==> src/rtl/chmask_pkg.sv <==
package chmask_pkg;
  localparam int unsigned REG_W   = 32;
  localparam int unsigned NUM_REG = 3;
  localparam int unsigned NUM_CH  = REG_W * NUM_REG;
  localparam int unsigned ADDR_W  = 12;

  typedef logic [REG_W-1:0] word_t;
endpackage

==> src/rtl/chmask_rst_sync.sv <==
module chmask_rst_sync (
  input  logic clk_i,
  input  logic rst_n_i,
  output logic rst_n_o
);
  logic [1:0] sync_q;

  always_ff @(posedge clk_i or negedge rst_n_i) begin
    if (!rst_n_i) sync_q <= 2'b00;
    else          sync_q <= {sync_q[0], 1'b1};
  end

  assign rst_n_o = sync_q[1];
endmodule

==> src/rtl/chmask_decode.sv <==
module chmask_decode #(
  parameter int unsigned ADDR_W  = 12,
  parameter int unsigned NUM_REG = 3,
  parameter int unsigned REG_W   = 32,
  parameter logic [ADDR_W-1:0] BASE = 12'h024,
  parameter logic [NUM_REG*REG_W-1:0] IMPL = '1
) (
  input  logic               sel_i,
  input  logic [ADDR_W-1:0]  addr_i,
  input  logic               wr_i,
  input  logic               rd_i,
  output logic [NUM_REG-1:0] wr_hit_o,
  output logic [NUM_REG-1:0] rd_hit_o,
  output logic               err_o
);
  localparam logic [ADDR_W-1:0] SPAN = ADDR_W'(4 * NUM_REG);

  logic [NUM_REG-1:0] present;
  logic [NUM_REG-1:0] match;
  logic [ADDR_W-1:0]  off;
  logic               access;

  assign off    = addr_i - BASE;
  assign access = sel_i & (wr_i | rd_i);

  for (genvar r = 0; r < NUM_REG; r++) begin : g_reg
    assign present[r]  = |IMPL[r*REG_W +: REG_W];
    assign match[r]    = (addr_i >= BASE) && (off < SPAN) && (off == ADDR_W'(4 * r));
    assign wr_hit_o[r] = access & wr_i & match[r] & present[r];
    assign rd_hit_o[r] = access & rd_i & match[r] & present[r];
  end

  assign err_o = access & (|(match & ~present));
endmodule

==> src/rtl/chmask_reg.sv <==
module chmask_reg #(
  parameter int unsigned REG_W = 32,
  parameter logic [REG_W-1:0] KEEP = '1
) (
  input  logic             clk_i,
  input  logic             rst_n_i,
  input  logic             we_i,
  input  logic [REG_W-1:0] wdata_i,
  output logic [REG_W-1:0] q_o
);
  for (genvar b = 0; b < REG_W; b++) begin : g_bit
    if (KEEP[b]) begin : g_ff
      logic bit_q, bit_d;
      always_comb bit_d = we_i ? wdata_i[b] : bit_q;
      always_ff @(posedge clk_i or negedge rst_n_i) begin
        if (!rst_n_i) bit_q <= 1'b0;
        else          bit_q <= bit_d;
      end
      assign q_o[b] = bit_q;
    end else begin : g_none
      assign q_o[b] = 1'b0;
    end
  end
endmodule

==> src/rtl/chmask_combine.sv <==
module chmask_combine #(
  parameter int unsigned NUM_CH = 96
) (
  input  logic              clk_i,
  input  logic              rst_n_i,
  input  logic [NUM_CH-1:0] pend_i,
  input  logic [NUM_CH-1:0] mask_i,
  output logic [NUM_CH-1:0] req_o,
  output logic              irq_o
);
  logic irq_d, irq_q;

  assign req_o = pend_i & mask_i;
  always_comb irq_d = |req_o;

  always_ff @(posedge clk_i or negedge rst_n_i) begin
    if (!rst_n_i) irq_q <= 1'b0;
    else          irq_q <= irq_d;
  end

  assign irq_o = irq_q;

  // the interrupt line trails the request vector by exactly one cycle
  p_irq_lag_r6: assert property (@(posedge clk_i) disable iff (!rst_n_i)
    1'b1 |=> (irq_o == $past(|req_o)));
endmodule

==> src/rtl/chan_mask_bank.sv <==
module chan_mask_bank
  import chmask_pkg::*;
#(
  parameter logic [ADDR_W-1:0] BASE = 12'h024,
  parameter logic [NUM_CH-1:0] IMPL = {32'h0000_0000, 32'h0000_FF0F, 32'hFFFF_FFFF}
) (
  input  logic              clk_i,
  input  logic              rst_n_i,
  input  logic              sel_i,
  input  logic [ADDR_W-1:0] addr_i,
  input  logic              wr_i,
  input  logic              rd_i,
  input  logic [REG_W-1:0]  wdata_i,
  output logic [REG_W-1:0]  rdata_o,
  output logic              err_o,
  input  logic [NUM_CH-1:0] pend_i,
  output logic [NUM_CH-1:0] req_o,
  output logic              irq_o
);
  logic                              rst_n;
  logic [NUM_REG-1:0]                wr_hit, rd_hit;
  logic                              err_d, err_q;
  logic [NUM_REG-1:0][REG_W-1:0]     words;
  logic [NUM_CH-1:0]                 mask_all;
  word_t                             rdata_d, rdata_q;

  chmask_rst_sync u_rst (.clk_i(clk_i), .rst_n_i(rst_n_i), .rst_n_o(rst_n));

  chmask_decode #(.ADDR_W(ADDR_W), .NUM_REG(NUM_REG), .REG_W(REG_W),
                  .BASE(BASE), .IMPL(IMPL)) u_dec (
    .sel_i(sel_i), .addr_i(addr_i), .wr_i(wr_i), .rd_i(rd_i),
    .wr_hit_o(wr_hit), .rd_hit_o(rd_hit), .err_o(err_d));

  for (genvar r = 0; r < NUM_REG; r++) begin : g_bank
    chmask_reg #(.REG_W(REG_W), .KEEP(IMPL[r*REG_W +: REG_W])) u_reg (
      .clk_i(clk_i), .rst_n_i(rst_n), .we_i(wr_hit[r]),
      .wdata_i(wdata_i), .q_o(words[r]));
    assign mask_all[r*REG_W +: REG_W] = words[r];
  end

  always_comb begin
    rdata_d = '0;
    for (int r = 0; r < NUM_REG; r++)
      if (rd_hit[r]) rdata_d = words[r];
  end

  always_ff @(posedge clk_i or negedge rst_n) begin
    if (!rst_n) begin
      rdata_q <= '0;
      err_q   <= 1'b0;
    end else begin
      rdata_q <= rdata_d;
      err_q   <= err_d;
    end
  end

  assign rdata_o = rdata_q;
  assign err_o   = err_q;

  chmask_combine #(.NUM_CH(NUM_CH)) u_comb (
    .clk_i(clk_i), .rst_n_i(rst_n), .pend_i(pend_i), .mask_i(mask_all),
    .req_o(req_o), .irq_o(irq_o));

  // an error response carries no data
  p_err_nodata_r4: assert property (@(posedge clk_i) disable iff (!rst_n)
    err_q |-> (rdata_q == '0));
  // an erroring access leaves the stored masks untouched
  p_err_nochange_r4: assert property (@(posedge clk_i) disable iff (!rst_n)
    err_q |-> $stable(mask_all));
  // a deselected cycle yields no error
  p_desel_quiet_r7: assert property (@(posedge clk_i) disable iff (!rst_n)
    !sel_i |=> !err_q);
  // nonzero data only follows a read strobe
  p_data_after_read_r8: assert property (@(posedge clk_i) disable iff (!rst_n)
    !(sel_i && rd_i) |=> (rdata_q == '0));
  // absent channels never show a request
  p_absent_silent_r3: assert property (@(posedge clk_i) disable iff (!rst_n)
    ((req_o & ~IMPL) == '0));
endmodule

==> config.mk <==
export PLATFORM = sky130hd
export DESIGN_NAME = chan_mask_bank
export DESIGN_NICKNAME = d
export VERILOG_FILES = /design/src/rtl/chmask_pkg.sv /design/src/rtl/chmask_rst_sync.sv /design/src/rtl/chmask_decode.sv /design/src/rtl/chmask_reg.sv /design/src/rtl/chmask_combine.sv /design/src/rtl/chan_mask_bank.sv
export SDC_FILE = /design/constraint.sdc
export NUM_CORES = 1
export LEC_CHECK = 0
export BUFFER_PORTS_ARGS = -buffer_cell sky130_fd_sc_hd__buf_4
export CAP_MARGIN = 25
export CORE_AREA = 2 2 108 110
export DETAILED_ROUTE_END_ITERATION = 16
export DIE_AREA = 0 0 110 112
export GPL_ROUTABILITY_DRIVEN = 0
export PLACE_DENSITY = 0.68
export SETUP_SLACK_MARGIN = 0.4
export SKIP_LAST_GASP = 1
export SLEW_MARGIN = 20
export SYNTH_ARGS = -nofsm -noshare
export SYNTH_HDL_FRONTEND = slang
export SYNTH_SLANG_ARGS = --single-unit
export TNS_END_PERCENT = 30
==> constraint.sdc <==
create_clock -name clk_i -period 2.8 [get_ports clk_i]
set_clock_uncertainty 0.05 [all_clocks]
set_input_delay 0 -clock clk_i [delete_from_list [all_inputs] [get_ports clk_i]]
set_output_delay 0 -clock clk_i [all_outputs]
set_load 0.02 [all_outputs]
* Word-level counts from Yosys, hierarchy flattened
Index checks and enable logic that the tools add are counted. W data, S select, Z words.
Storage, ports and cells: register bits after elaboration 80
Operators by class: add/subtract/negate cells 1, magnitude comparators 2, equality and inequality tests 2, mux-type cells 2, bitwise gates (word level) 10, reduce and logical (&&, ||, !) cells 6
Operator list (number):
- $and A96 B48 Y96 | 1
- $reduce_or A96 Y1 | 1
- $mux W32 | 2
- $eq A12 B3 Y1 const B | 1
- $eq A12 B4 Y1 const B | 1
- $ge A12 B6 Y1 const B | 1
- $logic_not A12 Y1 | 1
- $lt A12 B4 Y1 const B | 1
- $sub A12 B6 Y12 const B | 1
- $and A1 B1 Y1 | 8
- $logic_and A1 B1 Y1 | 4
- $or A1 B1 Y1 | 1

* Longest topological paths before layout
Gate-level depths: netlist of run 1.
word-level depth 7, depth in mapped cells 5

* By module
Synthesis of run 1 repeated with hierarchy kept, for this count alone.
Second synthesis, totals: cell total of the unflattened synthesis 525, area total of the unflattened synthesis 5346.4 sq um
Modules (own cells, without submodules):
- chan_mask_bank | instances 1, cells an instance 178, area each 1714.1 sq um, seq. area each 825.8 sq um
- chmask_reg (g_bank[0].u_reg) | instances 1, cells an instance 100, area each 1585.3 sq um, seq. area each 800.8 sq um
- chmask_combine | instances 1, cells an instance 137, area each 909.6 sq um, seq. area each 25.0 sq um
- chmask_reg (g_bank[1].u_reg) | instances 1, cells an instance 58, area each 728.2 sq um, seq. area each 300.3 sq um
- chmask_reg (g_bank[2].u_reg) | instances 1, cells an instance 33, area each 244.0 sq um, seq. area each 0.0 sq um
- chmask_decode | instances 1, cells an instance 16, area each 111.4 sq um, seq. area each 0.0 sq um
- chmask_rst_sync | instances 1, cells an instance 3, area each 53.8 sq um, seq. area each 50.0 sq um

* Worst setup path before layout of run 1
Ideal clock, no wire load.
path type register to register, from register g_bank[0].u_reg.g_bit[13].g_ff.bit_q, to register u_comb.irq_q (netlist: u_comb.irq_o), library setup time 0.138 ns, arrival 2.020 ns, data required time 2.612 ns, slack 0.592 ns, stages on the path, launching flop included 5, cell sequence dfrtp_1 and2_1 or4_1 or4_1 or4_1
Between the ends: cells in the longest elaborated chain, start to end 2
RTL lines:
- start: declaration | RTL line chmask_reg.sv:13 | logic bit_q, bit_d;
- start signal: assignment | RTL line chmask_reg.sv:17 | else bit_q <= bit_d;
- $and A96 B48 Y96 | RTL line chmask_combine.sv:13 | assign req_o = pend_i & mask_i;
- named net req_o[13] | RTL line chan_mask_bank.sv:17 | output logic [NUM_CH-1:0] req_o,
- $reduce_or A96 Y1 | RTL line chmask_combine.sv:14 | always_comb irq_d = |req_o;
- named net u_comb.irq_d | RTL line chmask_combine.sv:11 | logic irq_d, irq_q;
- end signal: assignment | RTL line chmask_combine.sv:18 | else irq_q <= irq_d;
- end: declaration | RTL line chmask_combine.sv:11
The timed path passes the listed nets, and every way through them passes these cells. A chain may end at the register's enable or synchronous reset.

* Worst setup path after layout of run 1
from register g_bank[0].u_reg.g_bit[12].g_ff.bit_q, to register u_comb.irq_q (netlist: u_comb.irq_o)
Between the ends: cells in the longest elaborated chain, start to end 2
RTL lines (RTL line):
- start: declaration | chmask_reg.sv:13
- start signal: assignment | chmask_reg.sv:17
- $and A96 B48 Y96 | chmask_combine.sv:13
- $reduce_or A96 Y1 | chmask_combine.sv:14
- named net u_comb.irq_d | chmask_combine.sv:11
The timed path passes the listed nets, and every way through them passes these cells.

==> metrics.md, run 1 <==
| Metric | Value |
|---|---|
| CTS tree | built |
| # DRC | 0 |
| CP arrival | around 2.5 ns |
| Int Pwr | 1.940 mW |
| Antenna cells | 0 |
| Yosys reg bits | 80 |
| Setup Crit Path Kind | reg2reg |
| Hold/Removal Path Class | in2reg |
| Via count of the first global-routing pass | 2899 |
| # clock sinks | 80 |
| Synth Instances | 295 |
| Max Fclk | ~430 MHz |
| NetSw | 593.7 uW |
| Die area | 12320 um2 |
| I/O pins | about 280 |
| Crit path launch type | flop |
| Distinct cells, synth | 19 |
| CP Data Required Time | 2.94 ns |
| DRT Pass-1 Iters | 6 |
| HPWL after detailed placement | 7213 um |
| Num rows | 39 |
| Initial Utilization | 32.63% |
| Post-Place Cells | 603 |
| Post-Route WL | 10170 um |
| Part of the Yosys area used for sequential elements | 54.91% |
| Vias per cell | roughly 4.3 |
| Worst Setup End Kind | flop |
| Post-synthesis cell area | 3646 um2 |
| Max-Cap Viols | 0 |
| Setup violators final | 0 |
| Leading cell type in the layout, fill and taps excluded | buf_4 |
| Drt wl/cell | 15.46 um |
| Gr ovfl total | 0 |
| R2r startpoint | g_bank[0].u_reg.g_bit[12].g_ff.bit_q |
| Vias | 2859 |
| IO buf count | 170 |
| Post-route minimum period | 2.328 ns |
| Combinational share of power | 9.5% |
| Period utilization | 83.14% |
| Final hold viol count | 0 |
| Sw frac | 23.44% |
| Pleak | 3.067 nW |
| Post CTS Setup Buffer Count | 0 |
| Pwr dens | 450.8 nW/um2 |
| RSZ-0062 raised after global routing | no |
| Layout cell share with drive strength beyond 1 | 46.99% |
| H-tree depth | 3 |
| Setup_tns | 0 ns |
| Final Slew Violations | 0 |
| CTS Buf Count | 9 |
| Slew margin rel. | a little under three fifths |
| Initial DRC count | 73 |
| Core Area | 11170 um2 |
| Die Span Y | 112 um |
| Critical-path maximum fanout | 3 |
| Non-filler cells, final | 658 |
| Commonest non-fill, non-tap cells in the layout | buf_4, dfrtp_1, and2_1 |
| Setup crit start | g_bank[0].u_reg.g_bit[12].g_ff.bit_q |
| Die W | 110 um |
| Least-Margin Pin Slew | 0.6649 ns |
| Root buffer cell | clkbuf_16 |
| Initial antenna violation count | 0 |
| Maximum vdd drop | 0.3264 mV |
| Status | finished, final reports clean |
| Area added between synthesis and finish | 54.12% |
| Syn Area/Cell | between 10 and 15 um2 |
| Clock transition at path regs | 0.06 ns |
| Final core utilization | 50.29% |
| Clock Power Share | 44.4% |
| Largest net degree at the start of global routing | roughly 80 |
| Syn. warnings | 0 |
| GRT Overall Usage | 16.22% |
| Hold path startpoint | pend_i[22] |
| Global-route wire length before repair | 15040 um |
| Final nets | 655 |
| CTS Buffer Depth | 2 |
| Sequential Power Share | 46.2% |
| Final antenna-violating net count | 0 |
| Clock latency on the worst-skew pair | between 0.3 and 0.4 ns |
cells in the mapped netlist:
| cell type | number | area [um2] |
|---|---|---|
| dfrtp_1 | 80 | 2002 |
| and2_1 | 64 | 400.4 |
| buf_4 | 52 | 390.4 |
| mux2_2 | 44 | 495.5 |
| a22o_1 | 12 | 105.1 |
| clkbuf_1 | 7 | 26.28 |
| nor4_1 | 6 | 37.54 |
| nand4_1 | 5 | 31.28 |
| nor3b_1 | 5 | 37.54 |
| or4_1 | 5 | 37.54 |
| nor2_1 | 4 | 15.01 |
| conb_1 | 2 | 7.510 |
| nor2b_1 | 2 | 12.51 |
| or2_2 | 2 | 12.51 |
| and2_4 | 1 | 8.760 |
| and4_1 | 1 | 8.760 |
| buf_1 | 1 | 3.750 |
| nor4b_1 | 1 | 8.760 |
| o21ai_0 | 1 | 5.000 |
flip-flops by register name, summed over array words and instances, names as in the netlist:
signal,flops
g_bank.u_reg.g_bit.g_ff.bit_q,44
rdata_o,32
u_rst.sync_q,2
err_o,1
u_comb.irq_o,1
timing repair:
item / in CTS / in global routing
setup endpoints to repair: 1 / 1
hold buffers: 38 / 0
endpoints found under the hold margin: 47 / 0
resized for setup: 1 / 1
area by class of cell:
type / count / area, um2
multi-input combinational: 206 / 1428
clock inverter: 5 / 40.04
timing repair buffer: 213 / 1714
fill: 1015 / 5555
sequential: 80 / 2006
tap: 143 / 178.9
clock buffer: 11 / 252.7
worst paths after layout:
path,cells after the start,slack (ns),to
max,4,0.47,u_comb.irq_o
min,4,0.09,u_comb.irq_o
max reg2reg,4,0.47,u_comb.irq_o
min reg2reg,0,0.20,err_o
max in group asynchronous,1,1.90,rdata_o[16]
min in group asynchronous,0,0.20,err_o
kinds of logic after synthesis:
kind of cell,count (synthesis),synth area share (%)
AOI/OAI and AO/OA,13,3.020
other,2,0.2060
muxes,44,13.59
buffers and inverters,60,11.53
and+or+nand+nor,96,16.75
DFF,80,54.91
power by group through the flow:
| stage | registers [mW] | clock network [mW] | logic, mW |
|---|---|---|---|
| 2_1_floorplan | 1.20 | 0 | 0.126 |
| 3_3_place_gp | 1.21 | 0 | 0.174 |
| 3_5_place_dp | 1.21 | 0 | 0.177 |
| 4_1_cts | 1.18 | 1.16 | 0.219 |
| 5_1_grt | 1.17 | 1.22 | 0.260 |
| 6_report | 1.17 | 1.12 | 0.240 |
worst max-delay path, cell delays in order (launching register included):
cell	delay (ns)
dfrtp_1	0.39
and2_4	0.18
or4_4	0.57
or4_4	0.50
or4_1	0.50
per-layer routing:
metal | vias up | part of all wire [%] | track usage (%)
met5 | - | 0 | 0
met4 | 0 | 2.3 | 5.570
met3 | 18 | 7.2 | 4.333
met2 | 126 | 52 | 28.22
met1 | 1377 | 38 | 19.00
li1 | 1338 | - | -
through the flow:
step                      instance area, um2  power, mW  hold WS, ns  setup WS [ns]
after floorplan                         3839      1.325      -0.3456         0.5919
after global placement                  4911      1.379      -0.2675         0.3876
after detailed placement                4911      1.383      -0.2660         0.4124
after CTS                               5588      2.568      0.08692         0.4604
after global routing                    5619      2.653       0.1093         0.4197
final                                   5619      2.533      0.09140         0.4722
(Power assumes the default switching activity.)
==> inputs of run 2 (changes only) <==
ABC_AREA = 1   (was unset)
CORE_AREA = unset   (was 2 2 108 110)
CORE_UTILIZATION = 38   (was unset)
DIE_AREA = unset   (was 0 0 110 112)
PLACE_DENSITY = 0.76   (was 0.68)
clock period = 2.1 ns   (was 2.8 ns; I/O delays follow)
==> run 2 against run 1 <==
Against the previous run: flip-flop and latch count stayed put; sequential share of layout area is 2.0 points lower; core utilization is 6.6 points higher; global-route usage is 2.5 points higher; wire length grew 4.5%; critical endpoint unchanged; largest cell class unchanged.
==> metrics.md, run 2 <==
| Metric | Value |
|---|---|
| Setup Crit Path Kind | reg2reg |
| CTS Buffer Depth | 2 |
| Vias per cell | roughly 4.4 |
| XOR/XNOR Fraction of Synth Area | 0% |
| Post-synth top cells | nand2_1, inv_1, dfrtp_1 |
| Final antenna-violating net count | 0 |
| Main combinational cell family by area after synthesis | simple AND/OR/NAND/NOR gates |
| Layout Cell Area excl Fill | 5951 um2 |
| Largest net degree at the start of global routing | 65 |
| Complex-gate fraction of the synthesized area | 10.61% |
| Portion of netlist area occupied by mux cells | 0% |
| Crit path launch type | flop |
| Dominant cell type by area after synthesis | dfrtp_1 |
| # DRC | 0 |
| Via count of the first global-routing pass | 3529 |
| Syn. warnings | 0 |
| # clock sinks | 80 |
| Distinct cells, synth | 23 |
| Setup violators final | 0 |
| Post-synth ARST share | 100.0% |
| Gr ovfl total | 0 |
| IO buf count | 170 |
| Final nets | 850 |
| Placement Cell Area | 5361 um2 |
| Most numerous cell in the Yosys netlist | nand2_1 |
| DRT Pass-1 Iters | 4 |
| Global-route wire length before repair | 16720 um |
| Pwr dens | between 500 and 600 nW/um2 |
| Status | finished, final reports clean |
| Initial DRC count | around 190 |
| Max reg flops | 44 |
| Leading cell type in the layout, fill and taps excluded | buf_4 |
| Period utilization | 74.97% |
| Final Slew Violations | 0 |
| Post-route minimum period | between 1.5 and 2 ns |
| I/O pins | 275 |
| Drt wl/cell | 12.58 um |
| Post CTS Setup Buffer Count | 0 |
| CTS tree | built |
| HPWL after detailed placement | ~7600 um |
| Worst Setup End Kind | flop |
| Die W | ~110 um |
| Top post-synthesis cells by area | dfrtp_1, nand2_1, buf_4 |
| CTS Buf Count | 9 |
| Buffers & Inverters on Critical Path | 1 |
| Slowest CP cell | dlygate4sd3_1 |
| Slew margin rel. | 34.87% |
| Crit-path leading delay family | buffers and inverters |
| H-tree depth | 3 |
| Root buffer cell | clkbuf_8 |
| Initial antenna violation count | 0 |
| GRT Overall Usage | 18.72% |
| Max Fclk | 635.2 MHz |
| RSZ-0062 raised after global routing | no |
| Final WS setup | 0.5257 ns |
| CP arrival | about 1.7 ns |
| Max-Cap Viols | 0 |
| CP Data Required Time | around 2.3 ns |
| Antenna cells | 0 |
| Num rows | 37 |
| Initial Utilization | between 30% and 40% |
| Hold/Removal Path Class | in2reg |
| Non-filler cells, final | approximately 850 |
| Post-Place Cells | about 790 |
| Commonest non-fill, non-tap cells in the layout | buf_4, nand2_1, inv_1 |
| Largest Register | g_bank.u_reg.g_bit.g_ff.bit_q |
| Post-place setup slack | 0.4874 ns |
| Vias | 3687 |
| Layout cell share with drive strength beyond 1 | 34.56% |
| Part of the Yosys area used for sequential elements | a little under half |
| Pleak | 3.554 nW |
| Slowest stage delay, CP | 0.56 ns |
| Setup_tns | 0 ns |
| Share of the synthesized area in the top cell type | 47.98% |
| Syn Area/Cell | between 8 and 9 um2 |
| Synth Area in Adders | 0% |
| Area added between synthesis and finish | 42.61% |
| Die area | ~11000 um2 |
| Clock latency on the worst-skew pair | 0.33 ns |
| Maximum vdd drop | 0.4042 mV |
| Core Area | approximately 10000 um2 |
| Final hold viol count | 0 |
| CP cell instances | nand2_1, nand4_1, dlygate4sd3_1, nor2_1, nand3_1 |
| Post-Route WL | between 10000 and 15000 um |
| Synth Instances | 498 |
| Least-Margin Pin Slew | 0.9734 ns |
| Post-synth EDFFs | 0 |
| Hold slack | 0.03619 ns |
| Synth Area in Simple Gates | 21.35% |
| Prevailing post-synth register cell | dfrtp_1 |
| Critical-path maximum fanout | 3 |
| Post-synthesis cell area | 4173 um2 |
| Die Span Y | 106.8 um |
| Clock transition at path regs | 0.08 ns |
| Yosys reg bits | 80 |
[run 2: cell count changes after synthesis, moves of 8 or more]
cell and delta:
a22o_1 -12, and2_1 -63, inv_1 +83, mux2_2 -44, nand2_1 +140, nand4_1 +8, nor2_1 +26, nor3_1 +9
o21ai_1 +15, o21ai_2 +42
[run 2: layer usage]
| metal | GRT usage, % | wire length (um) | vias to the layer above |
|---|---|---|---|
| met2 | 32.95 | 5578 | 147 |
| met4 | 6.164 | 157 | 0 |
| met3 | 4.316 | 522 | 13 |
| met1 | 22.46 | 4372 | 1708 |
| met5 | 0 | 0 | - |
| li1 | - | - | 1819 |
[run 2: tightest hold or removal path, cell delays in order]
cell and delay [ns]:
buf_4 0.08, nor2_2 0.04, nand3_4 0.07, nor2_8 0.07, nand4_1 0.07, o21ai_1 0.05
[run 2: area by class of cell]
cell class                      count  area [um2]
Tap cell                          136       170.2
Inverter                           85       319.1
Fill cell                         918        4512
Timing Repair Buffer              214        1714
Clock buffer                        9       123.9
Multi-Input combinational cell    315        1533
Clock inverter                      6       85.08
Sequential cell                    80        2006
[run 2: path summary, 6_finish.rpt]
kind | cells after the start | from | end | slack (ns)
setup / recovery | 5 | g_bank[1].u_reg.g_bit[9].g_ff.bit_q | u_comb.irq_o | 0.53
hold / removal | 6 | addr_i[4] | rdata_o[2] | 0.04
setup reg to reg | 5 | g_bank[1].u_reg.g_bit[9].g_ff.bit_q | u_comb.irq_o | 0.53
hold reg to reg | 0 | u_rst.sync_q[1] | rdata_o[29] | 0.27
max in group asynchronous | 1 | u_rst.sync_q[1] | g_bank[0].u_reg.g_bit[11].g_ff.bit_q | 1.12
min in group asynchronous | 0 | u_rst.sync_q[1] | rdata_o[29] | 0.27
[run 2: report_power, final]
group	internal [mW]	leakage, nW	switching [mW]
clock	0.659	0.101	0.548
combinational	0.169	2.34	0.180
sequential	1.54	1.11	0.0166
total	2.37	3.55	0.745
[run 2: what timing repair did]
item | in CTS | in global routing
hold buffers | 38 | 0
endpoints found under the hold margin | 48 | 0
resized for setup | 0 | 0
[run 2: metrics by stage]
| stage | total power, mW | util, % |
|---|---|---|
| finish | 3.116 | 56.88 |
| global route | 3.254 | 56.88 |
| CTS | 3.148 | 56.88 |
| detailed placement | 1.885 | 51.24 |
| global placement | 1.881 | 51.24 |
| floorplan | 1.801 | - |
[run 2: cells by family (layout without fill, tap and decap cells)]
logic type	Yosys count	in the layout
simple gates	205	205
other cells	2	53
flops	80	80
buf+inv	154	314
compound gates	57	57
==> inputs of run 3 (changes only) <==
clock period = 1.41 ns   (was 2.1 ns; I/O delays follow)
==> run 3 against run 2 <==
Against the previous run: first-iteration DRC count down 9.0%; largest power group unchanged; register-to-register slack lost 0.37 ns; flip-flop and latch count unchanged; largest cell class is now buffers; sequential share of layout area is 2.3 points lower; cell count rose by 3.9%; critical path type unchanged; clock power rose by 64%; power grew 55%.
==> metrics.md, run 3 (synthesis gave the netlist of run 2 again) <==
| Metric | Value |
|---|---|
| CP cell instances | nand2_1, nand2_1, nor3_2, nand2_1, nor2_2, nand3_1 |
| Crit path launch type | flop |
| CTS Buf Count | 9 |
| IO buf count | 170 |
| Post-route minimum period | 1.255 ns |
| Final hold viol count | 0 |
| Num rows | 37 |
| Largest net degree at the start of global routing | 79 |
| Die area | 11400 um2 |
| Storage element area | 2006 um2 |
| Commonest non-fill, non-tap cells in the layout | buf_4, nand2_1, dfrtp_1 |
| Status | finished, final reports clean |
| Initial DRC count | about 170 |
| Vias | 3831 |
| Max Fclk | 796.7 MHz |
| Antenna cells | 0 |
| # DRC | 0 |
| CTS Buffer Depth | 2 |
| Drt wl/cell | 12.78 um |
| # clock sinks | 80 |
| Int Pwr | between 3 and 4 mW |
| Max reg flops | 44 |
| Clock latency on the worst-skew pair | 0.34 ns |
| R2R depth | 6 |
| Die W | 106.8 um |
| Leading cell type in the layout, fill and taps excluded | buf_4 |
| Crit-path leading delay family | simple AND/OR/NAND/NOR gates |
| Layout cell share with drive strength beyond 1 | 42.99% |
| Global-route wire length before repair | roughly 17000 um |
| Highest metal used | met4 |
| Setup Crit Path Kind | reg2reg |
| Placement Cell Area | 5424 um2 |
| H-tree depth | 3 |
| Buffers & Inverters on Critical Path | 0 |
| Setup_tns | 0 ns |
| RSZ-0062 raised after global routing | yes |
| Worst Setup End Kind | flop |
| I/O pins | 275 |
| Slowest stage delay, CP | 0.43 ns |
| Area added between synthesis and finish | 53.25% |
| Final Slew Violations | 0 |
| Initial antenna violation count | 0 |
| GRT Overall Usage | 19.59% |
| Clock transition at path regs | 0.08 ns |
| Wire length on met1 | roughly 4200 um |
| Initial Utilization | 39.88% |
| Maximum vdd drop | approximately 0.51 mV |
| Slowest CP cell | dfrtp_1 |
| Period utilization | between 80% and 90% |
| Combinational share of power | 11.5% |
| CTS tree | built |
| WL met3 | between 600 and 700 um |
| Layout Cell Area excl Fill | between 6000 and 7000 um2 |
| HPWL after detailed placement | roughly 7600 um |
| NetSw | 1.118 mW |
| Gr ovfl total | 0 |
| Via count of the first global-routing pass | 3688 |
| Pleak | 3.738 nW |
| Max-Cap Viols | 0 |
| CP arrival | 1.43 ns |
| Die Span Y | 106.8 um |
| Final antenna-violating net count | 0 |
| DRT Pass-1 Iters | 5 |
| Setup violators final | 0 |
| Sequential Power Share | 47.5% |
| Clock Power Share | about two fifths |
| WL met2 | 5990 um |
| CP Data Required Time | 1.58 ns |
| Sw frac | 23.08% |
| CP dominant cell by count | nand2_1 |
| Final nets | 882 |
| Core Area | roughly 10000 um2 |
| WHS Path Cells | 5 |
| Crit path depth | 6 |
| Area of the multi-input gates | 1605 um2 |
| Fillers | 885 |
| Final WS setup | 0.1548 ns |
| Pwr dens | around 760 nW/um2 |
| Post-Route WL | roughly 11000 um |
| Post-place setup slack | approximately 0.040 ns |
| Root buffer cell | clkbuf_8 |
| Hold/Removal Path Class | in2reg |
| Largest Register | g_bank.u_reg.g_bit.g_ff.bit_q |
| Vias per cell | 4.363 |
| Critical-path maximum fanout | 3 |
[run 3: area by class of cell]
| cell class | instances | share of cell area, % |
|---|---|---|
| Clock buffer | 10 | 1.996 |
| Clock inverter | 6 | 1.683 |
| Inverter | 85 | 4.989 |
| Multi-Input combinational cell | 315 | 25.10 |
| Sequential cell | 80 | 31.36 |
| Tap cell | 136 | 2.661 |
| Timing Repair Buffer | 246 | 32.21 |
[run 3: tightest hold or removal path, stage by stage]
cell     delay (ns)
buf_4          0.08
nand2_1        0.06
nand4_1        0.10
nor2_2         0.06
nand3_1        0.07
[run 3: power groups by stage]
stage | combinational (mW) | sequential [mW] | clock [mW]
2_1_floorplan | 0.305 | 2.38 | 0
3_3_place_gp | 0.455 | 2.35 | 0
3_5_place_dp | 0.462 | 2.35 | 0
4_1_cts | 0.548 | 2.30 | 2.04
5_1_grt | 0.602 | 2.30 | 2.14
6_report | 0.555 | 2.30 | 1.99
[run 3: worst paths after layout]
path	from	to	slack, ns
min reg2reg	u_rst.sync_q[1]	g_bank[0].u_reg.g_bit[28].g_ff.bit_q	0.29
min in group asynchronous	u_rst.sync_q[1]	g_bank[0].u_reg.g_bit[28].g_ff.bit_q	0.29
max in group asynchronous	u_rst.sync_q[1]	g_bank[0].u_reg.g_bit[3].g_ff.bit_q	0.70
max	g_bank[1].u_reg.g_bit[0].g_ff.bit_q	u_comb.irq_o	0.15
min	pend_i[40]	u_comb.irq_o	0.01
max reg2reg	g_bank[1].u_reg.g_bit[0].g_ff.bit_q	u_comb.irq_o	0.15
[run 3: routing by layer]
metal | vias to the layer above | track usage (%)
li1 | 1881 | -
met1 | 1758 | 21.98
met2 | 162 | 35.35
met3 | 30 | 2.918
met4 | 0 | 11.06
met5 | - | 0
[run 3: stage by stage]
stage	total power, mW	hold slack [ns]	util [%]	cells
after floorplan	2.684	-0.3456	-	549
after global placement	2.803	-0.2667	51.84	797
after detailed placement	2.810	-0.2652	51.84	797
after CTS	4.886	-0.003267	59.30	864
after global routing	5.048	0.02173	61.12	878
final	4.845	0.01227	61.12	878
[run 3: repair_timing]
item / CTS / global route
pin swaps: 16 / 20
hold buffers: 37 / 0
hold endpoints to repair: 49 / 0
setup endpoints to repair: 45 / 68
resized for setup: 23 / 40
setup buffers: 14 / 14
